`src/rtl/coh_steer_pkg.sv`:
```
package coh_steer_pkg;

  localparam int TYPE_W = 4;
  localparam int NTYPES = 1 << TYPE_W;
  localparam int NCLS   = 3;

  typedef enum logic [1:0] {
    CLS_FAST = 2'd0,
    CLS_BASE = 2'd1,
    CLS_PWR  = 2'd2
  } cls_e;

  localparam logic [TYPE_W-1:0] T_RD_REQ     = 4'd0;
  localparam logic [TYPE_W-1:0] T_RDX_REQ    = 4'd1;
  localparam logic [TYPE_W-1:0] T_INVAL      = 4'd2;
  localparam logic [TYPE_W-1:0] T_INVAL_ACK  = 4'd3;
  localparam logic [TYPE_W-1:0] T_CLEAN_DATA = 4'd4;
  localparam logic [TYPE_W-1:0] T_FWD_DIRTY  = 4'd5;
  localparam logic [TYPE_W-1:0] T_SPEC_REPLY = 4'd6;
  localparam logic [TYPE_W-1:0] T_WB_DATA    = 4'd7;
  localparam logic [TYPE_W-1:0] T_NACK       = 4'd8;

  function automatic logic [NTYPES*2-1:0] default_map();
    logic [NTYPES*2-1:0] m;
    for (int t = 0; t < NTYPES; t++) begin
      case (t)
        2, 3, 5, 8: m[t*2 +: 2] = CLS_FAST;
        4, 6, 7:    m[t*2 +: 2] = CLS_PWR;
        default:    m[t*2 +: 2] = CLS_BASE;
      endcase
    end
    return m;
  endfunction

endpackage

```
`src/rtl/coh_steer_fifo.sv`:
```
module coh_steer_fifo #(
  parameter int W     = 8,
  parameter int DEPTH = 4
) (
  input  logic         clk_i,
  input  logic         rst_ni,
  input  logic         push_i,
  input  logic [W-1:0] wdata_i,
  output logic         full_o,
  input  logic         pop_i,
  output logic         empty_o,
  output logic [W-1:0] rdata_o
);
  localparam int AW = (DEPTH > 1) ? $clog2(DEPTH) : 1;
  localparam logic [AW-1:0] LAST = AW'(DEPTH - 1);

  logic [W-1:0]  mem_q [DEPTH];
  logic [AW-1:0] wptr_q, rptr_q;
  logic [AW:0]   cnt_q;

  assign full_o  = (cnt_q == (AW+1)'(DEPTH));
  assign empty_o = (cnt_q == '0);
  assign rdata_o = mem_q[rptr_q];

  always_ff @(posedge clk_i) begin
    if (push_i) mem_q[wptr_q] <= wdata_i;
  end

  always_ff @(posedge clk_i or negedge rst_ni) begin
    if (!rst_ni) begin
      wptr_q <= '0;
      rptr_q <= '0;
      cnt_q  <= '0;
    end else begin
      if (push_i) wptr_q <= (wptr_q == LAST) ? '0 : wptr_q + 1'b1;
      if (pop_i)  rptr_q <= (rptr_q == LAST) ? '0 : rptr_q + 1'b1;
      case ({push_i, pop_i})
        2'b10:   cnt_q <= cnt_q + 1'b1;
        2'b01:   cnt_q <= cnt_q - 1'b1;
        default: cnt_q <= cnt_q;
      endcase
    end
  end

  a_r8_no_overflow: assert property (@(posedge clk_i) disable iff (!rst_ni)
    push_i |-> (!full_o || pop_i));
  a_r8_no_underflow: assert property (@(posedge clk_i) disable iff (!rst_ni)
    pop_i |-> !empty_o);
  a_r7_head_hold: assert property (@(posedge clk_i) disable iff (!rst_ni)
    (!empty_o && !pop_i) |=> (!empty_o && $stable(rdata_o)));
endmodule

```
`src/rtl/coh_steer_classify.sv`:
```
module coh_steer_classify
  import coh_steer_pkg::*;
#(
  parameter int                  SZ_W           = 2,
  parameter int                  FAST_MAX_BEATS = 2,
  parameter logic [NTYPES*2-1:0] CLASS_MAP      = default_map()
) (
  input  logic [TYPE_W-1:0] type_i,
  input  logic [SZ_W-1:0]   size_i,
  output cls_e              cls_o
);
  logic [1:0] raw;

  always_comb begin
    raw = CLASS_MAP[type_i*2 +: 2];
    if (raw == 2'd3) cls_o = CLS_BASE;
    else             cls_o = cls_e'(raw);
    // fast class is narrow: long critical messages fall back to base
    if (cls_o == CLS_FAST && 32'(size_i) >= FAST_MAX_BEATS) cls_o = CLS_BASE;
  end
endmodule

```
`src/rtl/coh_steer_serializer.sv`:
```
module coh_steer_serializer
  import coh_steer_pkg::*;
#(
  parameter int SZ_W   = 2,
  parameter int PAY_W  = 64,
  parameter int FAST_W = 16
) (
  input  logic              clk_i,
  input  logic              rst_ni,
  input  logic              empty_i,
  input  logic [TYPE_W-1:0] type_i,
  input  logic [SZ_W-1:0]   size_i,
  input  logic [PAY_W-1:0]  data_i,
  output logic              pop_o,
  output logic              valid_o,
  input  logic              ready_i,
  output logic [TYPE_W-1:0] type_o,
  output logic [FAST_W-1:0] data_o,
  output logic              last_o
);
  logic [SZ_W-1:0] beat_q;
  logic            fire;

  assign valid_o = !empty_i;
  assign type_o  = type_i;
  assign data_o  = data_i[beat_q*FAST_W +: FAST_W];
  assign last_o  = valid_o && (beat_q == size_i);
  assign fire    = valid_o && ready_i;
  assign pop_o   = fire && last_o;

  always_ff @(posedge clk_i or negedge rst_ni) begin
    if (!rst_ni)     beat_q <= '0;
    else if (pop_o)  beat_q <= '0;
    else if (fire)   beat_q <= beat_q + 1'b1;
  end

  a_r6_beat_in_range: assert property (@(posedge clk_i) disable iff (!rst_ni)
    valid_o |-> (beat_q <= size_i));
  a_r6_fast_hold: assert property (@(posedge clk_i) disable iff (!rst_ni)
    (valid_o && !ready_i) |=> (valid_o && $stable(data_o) && $stable(last_o)));
  a_r6_restart: assert property (@(posedge clk_i) disable iff (!rst_ni)
    pop_o |=> (beat_q == '0));
endmodule

```
`src/rtl/coh_wire_steer.sv`:
```
module coh_wire_steer
  import coh_steer_pkg::*;
#(
  parameter int                  PAY_W          = 64,
  parameter int                  FAST_W         = 16,
  parameter int                  SZ_W           = 2,
  parameter int                  FAST_MAX_BEATS = 2,
  parameter int                  Q_DEPTH        = 4,
  parameter logic [NTYPES*2-1:0] CLASS_MAP      = default_map()
) (
  input  logic              clk_i,
  input  logic              rst_ni,
  input  logic              in_valid_i,
  output logic              in_ready_o,
  input  logic [TYPE_W-1:0] in_type_i,
  input  logic [SZ_W-1:0]   in_size_i,
  input  logic [PAY_W-1:0]  in_data_i,
  output logic              fast_valid_o,
  input  logic              fast_ready_i,
  output logic [TYPE_W-1:0] fast_type_o,
  output logic [FAST_W-1:0] fast_data_o,
  output logic              fast_last_o,
  output logic              base_valid_o,
  input  logic              base_ready_i,
  output logic [TYPE_W-1:0] base_type_o,
  output logic [SZ_W-1:0]   base_size_o,
  output logic [PAY_W-1:0]  base_data_o,
  output logic              pwr_valid_o,
  input  logic              pwr_ready_i,
  output logic [TYPE_W-1:0] pwr_type_o,
  output logic [SZ_W-1:0]   pwr_size_o,
  output logic [PAY_W-1:0]  pwr_data_o
);
  localparam int MW = TYPE_W + SZ_W + PAY_W;

  cls_e           cls;
  logic [MW-1:0]  wdata;
  logic [MW-1:0]  rdata [NCLS];
  logic [NCLS-1:0] push, pop, full, empty;
  logic           fast_pop;

  coh_steer_classify #(
    .SZ_W(SZ_W), .FAST_MAX_BEATS(FAST_MAX_BEATS), .CLASS_MAP(CLASS_MAP)
  ) u_classify (
    .type_i(in_type_i), .size_i(in_size_i), .cls_o(cls)
  );

  assign wdata      = {in_type_i, in_size_i, in_data_i};
  assign in_ready_o = !full[cls];

  for (genvar g = 0; g < NCLS; g++) begin : g_cls
    assign push[g] = in_valid_i && in_ready_o && (cls == cls_e'(g));
    coh_steer_fifo #(.W(MW), .DEPTH(Q_DEPTH)) u_fifo (
      .clk_i, .rst_ni,
      .push_i(push[g]), .wdata_i(wdata), .full_o(full[g]),
      .pop_i(pop[g]), .empty_o(empty[g]), .rdata_o(rdata[g])
    );
  end

  assign pop[CLS_FAST] = fast_pop;
  assign pop[CLS_BASE] = base_valid_o && base_ready_i;
  assign pop[CLS_PWR]  = pwr_valid_o && pwr_ready_i;

  coh_steer_serializer #(.SZ_W(SZ_W), .PAY_W(PAY_W), .FAST_W(FAST_W)) u_ser (
    .clk_i, .rst_ni,
    .empty_i(empty[CLS_FAST]),
    .type_i(rdata[CLS_FAST][MW-1 -: TYPE_W]),
    .size_i(rdata[CLS_FAST][PAY_W +: SZ_W]),
    .data_i(rdata[CLS_FAST][PAY_W-1:0]),
    .pop_o(fast_pop),
    .valid_o(fast_valid_o), .ready_i(fast_ready_i),
    .type_o(fast_type_o), .data_o(fast_data_o), .last_o(fast_last_o)
  );

  assign base_valid_o = !empty[CLS_BASE];
  assign {base_type_o, base_size_o, base_data_o} = rdata[CLS_BASE];
  assign pwr_valid_o  = !empty[CLS_PWR];
  assign {pwr_type_o, pwr_size_o, pwr_data_o} = rdata[CLS_PWR];

  a_r5_wide_not_fast: assert property (@(posedge clk_i) disable iff (!rst_ni)
    push[CLS_FAST] |-> (32'(in_size_i) < FAST_MAX_BEATS));
  a_r8_stall_has_backlog: assert property (@(posedge clk_i) disable iff (!rst_ni)
    (in_valid_i && !in_ready_o) |->
      ($countones({fast_valid_o, base_valid_o, pwr_valid_o}) >= 1));
  a_r8_single_push: assert property (@(posedge clk_i) disable iff (!rst_ni)
    $onehot0(push));
  a_r8_accept_pushes: assert property (@(posedge clk_i) disable iff (!rst_ni)
    (in_valid_i && in_ready_o) |-> (push != '0));
endmodule

```
`config.mk`:
```
export PLATFORM = sky130hd
export DESIGN_NAME = coh_wire_steer
export DESIGN_NICKNAME = d
export VERILOG_FILES = /design/src/rtl/coh_steer_pkg.sv /design/src/rtl/coh_steer_fifo.sv /design/src/rtl/coh_steer_classify.sv /design/src/rtl/coh_steer_serializer.sv /design/src/rtl/coh_wire_steer.sv
export SDC_FILE = /design/constraint.sdc
export NUM_CORES = 1
export LEC_CHECK = 0
export BUFFER_PORTS_ARGS = -buffer_cell sky130_fd_sc_hd__buf_2
export CAP_MARGIN = 20
export CORE_AREA = 2 2 287 289
export CTS_CLUSTER_DIAMETER = 50
export DETAILED_ROUTE_END_ITERATION = 10
export DIE_AREA = 0 0 289 291
export HOLD_SLACK_MARGIN = 0.03
export PLACE_DENSITY_LB_ADDON = 0.25
export SETUP_SLACK_MARGIN = 0.02
export SYNTH_ARGS = -nofsm -noshare
export SYNTH_HDL_FRONTEND = slang
export SYNTH_SLANG_ARGS = --single-unit
```
`constraint.sdc`:
```
create_clock -name clk_i -period 3.2 [get_ports clk_i]
set_input_delay 0.64 -clock clk_i [delete_from_list [all_inputs] [get_ports clk_i]]
set_output_delay 0.64 -clock clk_i [all_outputs]
set_load 0.01 [all_outputs]
```
==> results.yml, run 1 <==
sta:
  period_needed_ns: 3.25
  setup_viol: 12
  final.setup.worst_slack_ns: -0.0542
  whs_ns: 0.341
  min_period_over_period: 1.02
  skew_ns: 0.0194
  finalMaxSlewViolations: 0
  slew_headroom: 0.487
  worst_pin_slew_ns: 0.769
  rsz0062_at_grt: "yes"
  fin_setup_tns_ns: -0.431
  max_freq_mhz: 307
  hold_violations: 0
clock_network:
  cts-buffers-inserted: 99
  cts_tree: "yes"
  clk_latency_ns: 0.64
  cts_sinks: 863
  cts_buffer_depth: 3
  root_buffer: "clkbuf_16"
  htree_levels: 3
  path_clk_slew_ns: 0.06
logic_synthesis:
  yosysTopAreaCell: "edfxtp_1"
  synth_area_mm2: 0.0321
  ys_ff_latch: 863
  ys_seq_area_frac: 0.804
  synthesis.nets: 1361
  synth.distinct_cells: 36
  synth_enable_flop_cells: 840
  synth_top_area_share: 0.786
  synthCells: 1264
  synth.most_common_cell: "edfxtp_1"
  synthFlopType: "edfxtp_1"
  async_flop_share: 0.0267
  synthTopCellsByArea: "edfxtp_1 (79%), mux4_2 (16%), dfrtp_1 (1.8%), ha_1 (0.70%), buf_2 (0.39%)"
  avgSynthCellArea_um2: 25.4
  synthTopCellsByCount: "edfxtp_1 (840), mux4_2 (226), buf_2 (25), clkbuf_1 (25), dfrtp_1 (23)"
  ys_warn_count: 0
job:
  drv_cap: 0
route:
  wire_per_inst_um: 26.1
  vias: 14600
  drc: 0
  drt-initial-drc-count: 1202
  drt_first_pass_iters: 5
  wl_um: 72800
  ant_nets: 0
  viasPerCell: 5.23
die:
  die_area_mm2: 0.0841
  initial_core_util: 0.395
  placementRows: 105
  io-pin-count: 241
  die_h_um: 291
  core-area_mm2: 0.0812
  die_w_um: 289
critical_path:
  max_stage_delay_ns: 0.51
  cpMaxStageDelayCell: "mux4_2"
  path_cells: "buf_12, buf_12, mux4_2, mux4_2, buf_6"
  cp_top_family: "multiplexers"
  path_buf_inv: 3
  crit_arrival_ns: 2.61
  critical_path.startpoint_type: "flop"
  path_max_fanout: 8
  required_ns: 2.56
  reg2reg_slack_ns: 0.23
  crit_type: "reg2out"
  cp-end-kind: "primary output"
grt:
  antenna_found_initial: 6
  overflow: 0
  grt_start_max_net_pins: 49
  grt_pass1_wl_um: 106000
  grt_use_total: 0.174
  grt_pass1_vias: 15900
pwr:
  powerDensity_mw_per_mm2: 902
  peakVddDrop_v: 0.000543
  power_mw: 35.2
  leakage_nw: 12.9
placed_design:
  dp.cells: 2582
  place_congestion: 0.729
  hpwl_um: 45900
  io_buffers: 240
  pre_cts_ws_ns: 0.301
  place_area_mm2: 0.0354
outcome:
  status: "finished with violations"
  failed_checks: "negative setup slack"
layout:
  fillCellCount: 6625
  fin_util: 0.481
  final_layout_size_suffix_gt1_frac: 0.428
  nNetsFinal: 1731
  layout.cells.non_filler: 2789
  synthToLayoutAreaGrowth_pct: 21.7
  final_area_mm2: 0.0390
worst_hold_path:
  hold_path_class: "in2reg"
==> flip-flops by register name (all words and copies together), names as in the netlist <==
name,flops
g_cls.u_fifo.mem_q,840
g_cls.u_fifo.wptr_q,6
u_ser.beat_q,2
g_cls.u_fifo.rptr_q,6
g_cls.u_fifo.cnt_q,9
==> report_power, final <==
group | leakage [nW] | switching [mW] | total, mW | internal [mW]
Sequential | 7.87 | 0.644 | 14.2 | 13.5
Clock | 1.58 | 4.53 | 11.1 | 6.57
Combinational | 3.49 | 4.95 | 9.95 | 5.00
Total | 12.9 | 10.1 | 35.2 | 25.1
==> kinds of logic after synthesis <==
logic type               synth area share
AO/OA/AOI/OAI                     0.00269
buffers and inverters             0.00998
XOR/XNOR                          0.00347
AND/OR/NAND/NOR                   0.00760
adder cells (fa/ha/maj)           0.00889
multiplexers                        0.163
flip-flops                          0.804
==> cell type report <==
type | count | area, um2 | area share
clock buffers | 115 | 2580 | 0.0661
well taps | 1070 | 1340 | 0.0343
inverters | 22 | 82.6 | 0.00211
clock inverters | 70 | 691 | 0.0177
flip-flops and latches | 863 | 25800 | 0.661
multi-input cells | 326 | 6030 | 0.154
repair buffers | 322 | 2500 | 0.0641
diodes | 1 | 2.50 | 0.0000641
==> per-layer routing <==
layer	wire length, um	GRT usage	vias to the layer above	part of all wire
met5	23	0	-	0.00032
met1	30400	0.230	7985	0.42
li1	-	-	6192	-
met2	37500	0.296	333	0.51
met4	936	0.0362	4	0.013
met3	4040	0.0400	81	0.055
==> worst paths after layout <==
| path | startpoint | end | depth (start not counted) |
|---|---|---|---|
| max | g_cls[0].u_fifo.rptr_q[0] | fast_data_o[0] | 5 |
| min | in_data_i[26] | g_cls[0].u_fifo.mem_q[2][26] | 1 |
| max reg2reg | g_cls[0].u_fifo.rptr_q[0] | g_cls[0].u_fifo.cnt_q[2] | 12 |
| min reg2reg | g_cls[1].u_fifo.cnt_q[2] | g_cls[1].u_fifo.cnt_q[2] | 1 |
| max in group asynchronous | rst_ni | g_cls[1].u_fifo.rptr_q[0] | 2 |
| min in group asynchronous | rst_ni | g_cls[2].u_fifo.rptr_q[1] | 2 |
==> cell usage in the layout, fill, tap and decap left out, drive strengths merged, types with 2 or more instances in the layout <==
cell type / count
or3: 3
and2: 14
xor2: 6
mux4: 226
nand2: 7
xnor2: 5
clkinv: 39
inv: 34
nor3: 2
a21oi: 4
buf: 320
bufinv: 9
dfrtp: 23
a21o: 2
nor2: 7
or3b: 2
mux2i: 3
fa: 3
clkinvlp: 10
edfxtp: 840
mux2: 11
clkbuf: 116
ha: 18
and3: 2
==> what timing repair did <==
item,CTS,global route
hold endpoints to repair,23,0
resized for setup,29,6
setup buffers,12,6
setup endpoints to repair,61,18
gates cloned,2,1
hold buffers,1,0
pin swaps,2,0
No activity file was read; power rests on OpenSTA's default activity.
==> run 2: changes to the inputs <==
- BUFFER_PORTS_ARGS: -buffer_cell sky130_fd_sc_hd__buf_2 -> -buffer_cell sky130_fd_sc_hd__buf_4
==> run 2 against run 1 <==
The run still ends with negative setup slack left; worst hold slack got worse by 0.081 ns; highest routed layer unchanged; flip-flop and latch count unchanged; worst setup slack got worse by 0.078 ns; clock power increased by 4%; design area increased by 1.7%; global-route usage decreased by 0.68 points; sequential power about the same; largest power group unchanged; combinational power increased by 6%; critical path depth unchanged; count of clock-buffer cells in the layout decreased by 6; first-iteration DRC count decreased by 3.7%.
==> results.yml, run 2 (synthesized netlist as in run 1, its figures left out) <==
pwr:
  combPwrFrac: 0.290
  clockPowerShare: 0.318
  powerDensity_mw_per_mm2: 908
  switchingPower_mw: 10.0
  sw_frac_of_total: 0.278
  power_mw: 36.1
  p_seq_frac: 0.392
  leakage_nw: 13.2
  internal_power_mw: 26.1
  peakVddDrop_v: 0.000634
sta:
  whs_ns: 0.260
  min_period_over_period: 1.04
  max_freq_mhz: 300
  period_needed_ns: 3.33
  hold_violations: 0
  setup_viol: 16
  finalMaxSlewViolations: 0
  final.setup.worst_slack_ns: -0.132
  skew_ns: 0.0225
  rsz0062_at_grt: "yes"
  worst_pin_slew_ns: 0.662
  slew_headroom: 0.559
route:
  drt-initial-drc-count: 1157
  wl_um: 69700
  vias: 14400
  wire_per_inst_um: 25.0
  viasPerCell: 5.18
  drt_first_pass_iters: 5
  ant_nets: 0
  drc: 0
layout:
  regMostFlops: "g_cls.u_fifo.mem_q"
  nNetsFinal: 1730
  final_area_mm2: 0.0397
  mostFrequentLayoutCells: "edfxtp_1 (840), buf_4 (261), mux4_2 (226)"
  layout.cells.non_filler: 2790
  layout_commonest_cell: "edfxtp_1"
  final_layout_size_suffix_gt1_frac: 0.430
  fin_util: 0.489
  largestRegisters: "g_cls.u_fifo.mem_q x840, g_cls.u_fifo.cnt_q x9"
  largest_reg_flops: 840
  synthToLayoutAreaGrowth_pct: 23.8
placed_design:
  dp.cells: 2573
  place_congestion: 0.745
  io_buffers: 240
  hpwl_um: 44700
  place_area_mm2: 0.0359
die:
  core-area_mm2: 0.0812
  die_area_mm2: 0.0841
  initial_core_util: 0.395
  die_w_um: 289
  placementRows: 105
  io-pin-count: 241
  die_h_um: 291
outcome:
  status: "finished with violations"
  failed_checks: "negative setup slack"
clock_network:
  htree_levels: 3
  root_buffer: "clkbuf_16"
  cts_sinks: 863
  path_clk_slew_ns: 0.06
  cts_buffer_depth: 3
  clk_latency_ns: 0.65
  cts-buffers-inserted: 99
  cts_tree: "yes"
critical_path:
  cp_top_family: "multiplexers"
  path_buf_inv: 3
  required_ns: 2.56
  critical_path.startpoint_type: "flop"
  path_max_fanout: 7
  reg2reg_slack_ns: 0.28
  cpMostUsedCell: "mux4_2"
  crit_type: "reg2out"
  max_stage_delay_ns: 0.57
  cp-end-kind: "primary output"
  path_cells: "buf_12, clkbuf_16, mux4_2, mux4_2, buf_6"
  crit_arrival_ns: 2.69
  cpMaxStageDelayCell: "mux4_2"
worst_hold_path:
  hold_path_class: "in2reg"
grt:
  grt_pass1_wl_um: 102000
  grt_use_total: 0.167
  grt_use_met1: 0.225
  overflow: 0
  grt_busiest_layer: "met2"
  antenna_found_initial: 4
  met3_usage: 0.0332
  grt_start_max_net_pins: 40
  grt_pass1_vias: 15600
  grtUsageMet2: 0.280
job:
  drv_cap: 0
-- run 2: stage by stage --
stage	setup WS, ns	setup TNS, ns
after floorplan	0.359	0
after global placement	0.296	0
after detailed placement	0.278	0
after CTS	-0.177	-2.03
after global routing	-0.188	-2.70
final	-0.132	-1.32
-- run 2: cell type report --
cell class	instances	area (um2)
Antenna cell	2	5.00
Timing Repair Buffer	321	3060
Inverter	22	82.6
Sequential cell	863	25800
Fill cell	6536	41500
Tap cell	1070	1340
Clock buffer	109	2560
Clock inverter	77	828
Multi-Input combinational cell	326	6030
-- run 2: worst paths after layout --
kind                                                start                           end  cells after the start
max in group asynchronous                          rst_ni     g_cls[0].u_fifo.rptr_q[0]                      2
min in group asynchronous                          rst_ni     g_cls[2].u_fifo.wptr_q[0]                      2
worst min register to register   g_cls[1].u_fifo.cnt_q[2]      g_cls[1].u_fifo.cnt_q[2]                      1
worst max register to register  g_cls[0].u_fifo.rptr_q[0]      g_cls[0].u_fifo.cnt_q[2]                     12
worst min-delay path                        in_data_i[19]  g_cls[2].u_fifo.mem_q[1][19]                      1
worst max-delay path            g_cls[0].u_fifo.rptr_q[0]                fast_data_o[2]                      5
-- run 2: power groups by stage --
stage | logic (mW) | registers (mW) | clock network [mW]
after global placement | 9.86 | 14.5 | 0
final | 10.5 | 14.1 | 11.5
after CTS | 10.4 | 14.2 | 11.8
after global routing | 11.2 | 14.3 | 12.2
after floorplan | 5.93 | 13.9 | 0
after detailed placement | 9.96 | 14.5 | 0
-- run 2: timing repair --
action                     in CTS  in global routing
gates cloned                    1                  3
resized for setup              17                  7
setup buffers                   9                 15
setup endpoints to repair      32                 44
hold endpoints to repair       23                  0
hold buffers                    1                  0
pin swaps                       0                  1
-- run 2: metal layers --
metal  share of wire  vias to the layer above
met5         0.00016                        -
met2            0.51                      394
met3           0.056                       84
met1            0.42                     7773
met4           0.016                        2
li1                -                     6190
